[src/rtl/dsbr_pkg.sv]
// Package: shared phase and request-class types for the downstream
// secondary bus reset sequencer. Assumes a 2-bit request class code.
package dsbr_pkg;
    localparam int KIND_W = 2;

    typedef enum logic [2:0] {
        PH_IDLE   = 3'd0,
        PH_SEND   = 3'd1,
        PH_FLUSH  = 3'd2,
        PH_HOLD   = 3'd3,
        PH_RESUME = 3'd4
    } dsbr_phase_e;

    typedef enum logic [KIND_W-1:0] {
        RK_CFG0  = 2'b00,
        RK_CFG1  = 2'b01,
        RK_MEM   = 2'b10,
        RK_OTHER = 2'b11
    } req_kind_e;
endpackage

[src/rtl/dsbr_phase_fsm.sv]
// Module: phase sequencer. Walks idle -> signal -> flush -> hold -> resume.
// Assumes sbr_ctl is synchronous to clk; q_flush_ack may be a one-cycle
// pulse and is only looked at during the flush phase.
module dsbr_phase_fsm
    import dsbr_pkg::*;
(
    input  logic        clk,
    input  logic        rst_n,
    input  logic        sbr_ctl,
    input  logic        q_not_empty,
    input  logic        q_flush_ack,
    output dsbr_phase_e phase,
    output logic        in_reset,
    output logic        q_discard
);
    dsbr_phase_e phase_q, phase_d;

    // Next-phase selection.
    always_comb begin
        phase_d = phase_q;
        unique case (phase_q)
            PH_IDLE:   if (sbr_ctl) phase_d = PH_SEND;
            PH_SEND:   phase_d = PH_FLUSH;
            PH_FLUSH:  if (q_flush_ack) phase_d = sbr_ctl ? PH_HOLD : PH_RESUME;
            PH_HOLD:   if (!sbr_ctl) phase_d = PH_RESUME;
            PH_RESUME: phase_d = PH_IDLE;
            default:   phase_d = PH_IDLE;
        endcase
    end

    // Phase register with synchronous active-low reset.
    always_ff @(posedge clk) begin
        if (!rst_n) phase_q <= PH_IDLE;
        else        phase_q <= phase_d;
    end

    // Outputs decoded from the current phase.
    always_comb begin
        phase     = phase_q;
        in_reset  = (phase_q == PH_SEND) || (phase_q == PH_FLUSH) || (phase_q == PH_HOLD);
        q_discard = (phase_q == PH_FLUSH) && q_not_empty;
    end
endmodule

[src/rtl/dsbr_hotrst.sv]
// Module: hot-reset request register. Requests training sets with the
// hot-reset bit for as long as the control bit is set and the link is up.
// Assumes the link layer samples the request level, not an edge.
module dsbr_hotrst (
    input  logic clk,
    input  logic rst_n,
    input  logic sbr_ctl,
    input  logic link_up,
    output logic hot_rst_req
);
    // Register the request from control bit and link state.
    always_ff @(posedge clk) begin
        if (!rst_n) hot_rst_req <= 1'b0;
        else        hot_rst_req <= sbr_ctl && link_up;
    end
endmodule

[src/rtl/dsbr_req_class.sv]
// Module: request classifier. Registers one response class per request.
// Assumes requests arrive at most one per cycle and in_reset reflects the
// phase at the sampling edge.
module dsbr_req_class
    import dsbr_pkg::*;
(
    input  logic              clk,
    input  logic              rst_n,
    input  logic              in_reset,
    input  logic              req_valid,
    input  logic [KIND_W-1:0] req_kind,
    output logic              resp_valid,
    output logic              resp_ur
);
    logic own_cfg;

    // Type 0 config to the port's own bridge is always served.
    always_comb own_cfg = (req_kind == RK_CFG0);

    // Register the response class one cycle after the request.
    always_ff @(posedge clk) begin
        if (!rst_n) begin
            resp_valid <= 1'b0;
            resp_ur    <= 1'b0;
        end else begin
            resp_valid <= req_valid;
            resp_ur    <= req_valid && in_reset && !own_cfg;
        end
    end
endmodule

[src/rtl/dsb_reset_seq.sv]
// Module: top of the downstream secondary bus reset sequencer for one port.
// Ties the phase sequencer, hot-reset request and request classifier
// together. Assumes all inputs are synchronous to clk.
module dsb_reset_seq
    import dsbr_pkg::*;
(
    input  logic              clk,
    input  logic              rst_n,
    input  logic              sbr_ctl,
    input  logic              link_up,
    input  logic              q_not_empty,
    input  logic              q_flush_ack,
    input  logic              req_valid,
    input  logic [KIND_W-1:0] req_kind,
    output logic              hot_rst_req,
    output logic              q_discard,
    output logic              resp_valid,
    output logic              resp_ur
);
    dsbr_phase_e phase;
    logic        in_reset;

    dsbr_phase_fsm u_fsm (
        .clk         (clk),
        .rst_n       (rst_n),
        .sbr_ctl     (sbr_ctl),
        .q_not_empty (q_not_empty),
        .q_flush_ack (q_flush_ack),
        .phase       (phase),
        .in_reset    (in_reset),
        .q_discard   (q_discard)
    );

    dsbr_hotrst u_hot (
        .clk         (clk),
        .rst_n       (rst_n),
        .sbr_ctl     (sbr_ctl),
        .link_up     (link_up),
        .hot_rst_req (hot_rst_req)
    );

    dsbr_req_class u_cls (
        .clk        (clk),
        .rst_n      (rst_n),
        .in_reset   (in_reset),
        .req_valid  (req_valid),
        .req_kind   (req_kind),
        .resp_valid (resp_valid),
        .resp_ur    (resp_ur)
    );
endmodule

[config.mk]
export PLATFORM = sky130hd
export DESIGN_NAME = dsb_reset_seq
export DESIGN_NICKNAME = d
export VERILOG_FILES = /design/src/rtl/dsbr_pkg.sv /design/src/rtl/dsbr_phase_fsm.sv /design/src/rtl/dsbr_hotrst.sv /design/src/rtl/dsbr_req_class.sv /design/src/rtl/dsb_reset_seq.sv
export SDC_FILE = /design/constraint.sdc
export NUM_CORES = 1
export LEC_CHECK = 0
export ABC_AREA = 1
export BUFFER_PORTS_ARGS = -buffer_cell sky130_fd_sc_hd__buf_2
export CORE_AREA = 4 4 41 43
export DETAILED_ROUTE_END_ITERATION = 16
export DIE_AREA = 0 0 45 47
export PLACE_DENSITY_LB_ADDON = 0.12
export SETUP_SLACK_MARGIN = 0.2
export SYNTH_ARGS = -nofsm -noshare
export SYNTH_HDL_FRONTEND = slang
export SYNTH_SLANG_ARGS = --single-unit
export TNS_END_PERCENT = 1
[constraint.sdc]
create_clock -name clk -period 0.89 [get_ports clk]
set_clock_uncertainty 0.05 [all_clocks]
set_input_delay 0 -clock clk [delete_from_list [all_inputs] [get_ports clk]]
set_output_delay 0 -clock clk [all_outputs]
set_load 0.02 [all_outputs]
==> flow_summary.ini <==
[outcome]
status = finished with violations
violations = hold timing, setup timing

[route]
drt_first_pass_iters = 3
wirelength_um = 613
wl_per_cell_um = 8.88
ant_nets = 0
dr.first_iter.drc_count = 1
drc = 0
vias_per_cell = 4.01
vias = 277

[yosys]
synth_top_area_share_pct = 43.0
yosys_warnings = 0
syn-num-nets = 45
ys_types = 14
synth_area_leader_cell = dfxtp_1
synthCells = 36
postSynthAreaPerCell_um2 = 7.75
ys_seq_area_share_pct = 43.0
ys_seq_elements = 6
synth.cell_area_um2 = 279
synth_area_leaders = dfxtp_1 43%, nand2_1 11%, inv_1 9.4%

[final_layout]
fin_cells = 69
layout-drive-gt1-share_pct = 61.1
final_common_cell = buf_2
area_growth_pct = 60.1
fin_area_um2 = 447
insertedDiodeCount = 0
nNetsFinal = 65
n_fill_cell = 157
final_cell_mix = 8 x buf_2, 7 x inv_1, 7 x nand2_1

[critical_path]
r2r-start = u_fsm.phase[1]
end_kind = output port
startpoint_type = flop
crit_required_ns = 0.84
cp_max_fo = 2
startpoint = u_fsm.phase[1]
cp.arrival_ns = 0.97
critPathKind = flop to output port

[place]
dp.cells = 63
portBuffers = 12
gpl.final_weighted_congestion = 0.640
placed_cell_area_um2 = 359
dpl.hpwl_um = 471

[timing]
setup_tns_ns = -0.318
layout_min_cycle_time_ns = 1.02
fin_crit_sh_pct = 115
hold_viol = 3
tightest_slew_ns = 0.200
rsz0062_at_grt = true
timing.fmax_ghz = 0.981
maxSlewHeadroom_pct = 86.5
slew_violations = 0
setup_viol_count_final = 4
setup_slack_ns = -0.129
holdWs_ns = -0.0806

[die]
dieArea_um2 = 2120
row_count = 13
core_um2 = 1300
chipWidth_um = 45
die_h_um = 47
initial_utilization_pct = 21.4
ios = 13

[clock_tree]
clock_path_buffers = 2
htreeDepth = 1
ctsHoldBuffers = 2
cts_tree = built
cts_root_buf = clkbuf_4
numCtsBuffers = 3
clkLatencyLatePin_ns = 0.24
path_clk_slew_ns = 0.04
clock_sinks = 6

[power]
ir_drop_mv = 0.812
power.leakage_nw = 0.228
p_total_uw = 899
p_per_area_nw_per_um2 = 2010

[grt]
antenna_found_initial = 0
grt_max_degree = 5
overflow = 0
grt_pass1_vias = 296
track_usage_pct = 7.75
grt_pass1_wl_um = 1140

[flow_run]
maxCapViolCount = 0

[worst_hold_path]
hp-class = primary input to flop
worstHoldStart = req_valid
## synthesized netlist by cell type, drive strengths merged
library cell and count:
nor4 1, nor3 1, nand2 9, nor2 6, and3 1, nand4 1
nand3 3, inv 8, dfxtp 6
## worst max-delay path: stages, from the launching register on
cell and delay, ns:
dfxtp_2 0.33, inv_2 0.05, nor2_4 0.07, and3_4 0.17, buf_6 0.11
## kinds of logic after synthesis
kind of cell | Yosys count | synth area share [%]
simple gates | 22 | 46.2
buf+inv | 8 | 10.8
flops | 6 | 43.1
## metrics by stage
step	util (%)	setup slack (ns)
2_1_floorplan	-	0.0508
3_3_place_gp	27.6	-0.0530
3_5_place_dp	27.6	-0.00750
4_1_cts	34.2	-0.167
5_1_grt	34.3	-0.194
6_report	34.3	-0.129
## metal layers
layer / routed length (um) / up-vias / GRT usage [%] / share of wire, %
met3: 43 / 2 / 3.83 / 7.0
met5: 0 / - / 0 / 0
met2: 329 / 7 / 12.7 / 54
li1: - / 152 / - / -
met1: 237 / 116 / 7.74 / 39
met4: 4 / 0 / 5.26 / 0.65
## final timing paths
kind / end / slack, ns / depth (start not counted)
worst min register to register: u_cls.resp_ur / 0.41 / 1
worst min-delay path: u_cls.resp_valid / -0.08 / 3
worst max register to register: u_fsm.phase[1] / -0.10 / 7
worst max-delay path: q_discard / -0.13 / 4
## power by group
part	internal, mW	switching [mW]
clock	0.152	0.0885
combinational	0.144	0.171
sequential	0.314	0.0286
## sequential cells by signal, indices dropped and copies added, names as in the netlist
name,cells
u_fsm.phase,3
u_cls.resp_ur,1
u_cls.resp_valid,1
u_hot.hot_rst_req,1
## cell type report
cell class | count | area [um^2] | area share [%]
Sequential cell | 6 | 128 | 28.6
Timing Repair Buffer | 15 | 113 | 25.2
Clock buffer | 3 | 22.5 | 5.04
Inverter | 8 | 30.0 | 6.72
Tap cell | 15 | 18.8 | 4.20
Multi-Input combinational cell | 22 | 135 | 30.3
## what timing repair did
| action | CTS | global route |
|---|---|---|
| buffers inserted | 1 | 0 |
| gates resized for setup | 14 | 1 |
| endpoints found under the hold margin | 6 | 3 |
| pin swaps | 2 | 2 |
| setup endpoints to repair | 8 | 8 |
Note: power is estimated with default switching activity, not from simulation.
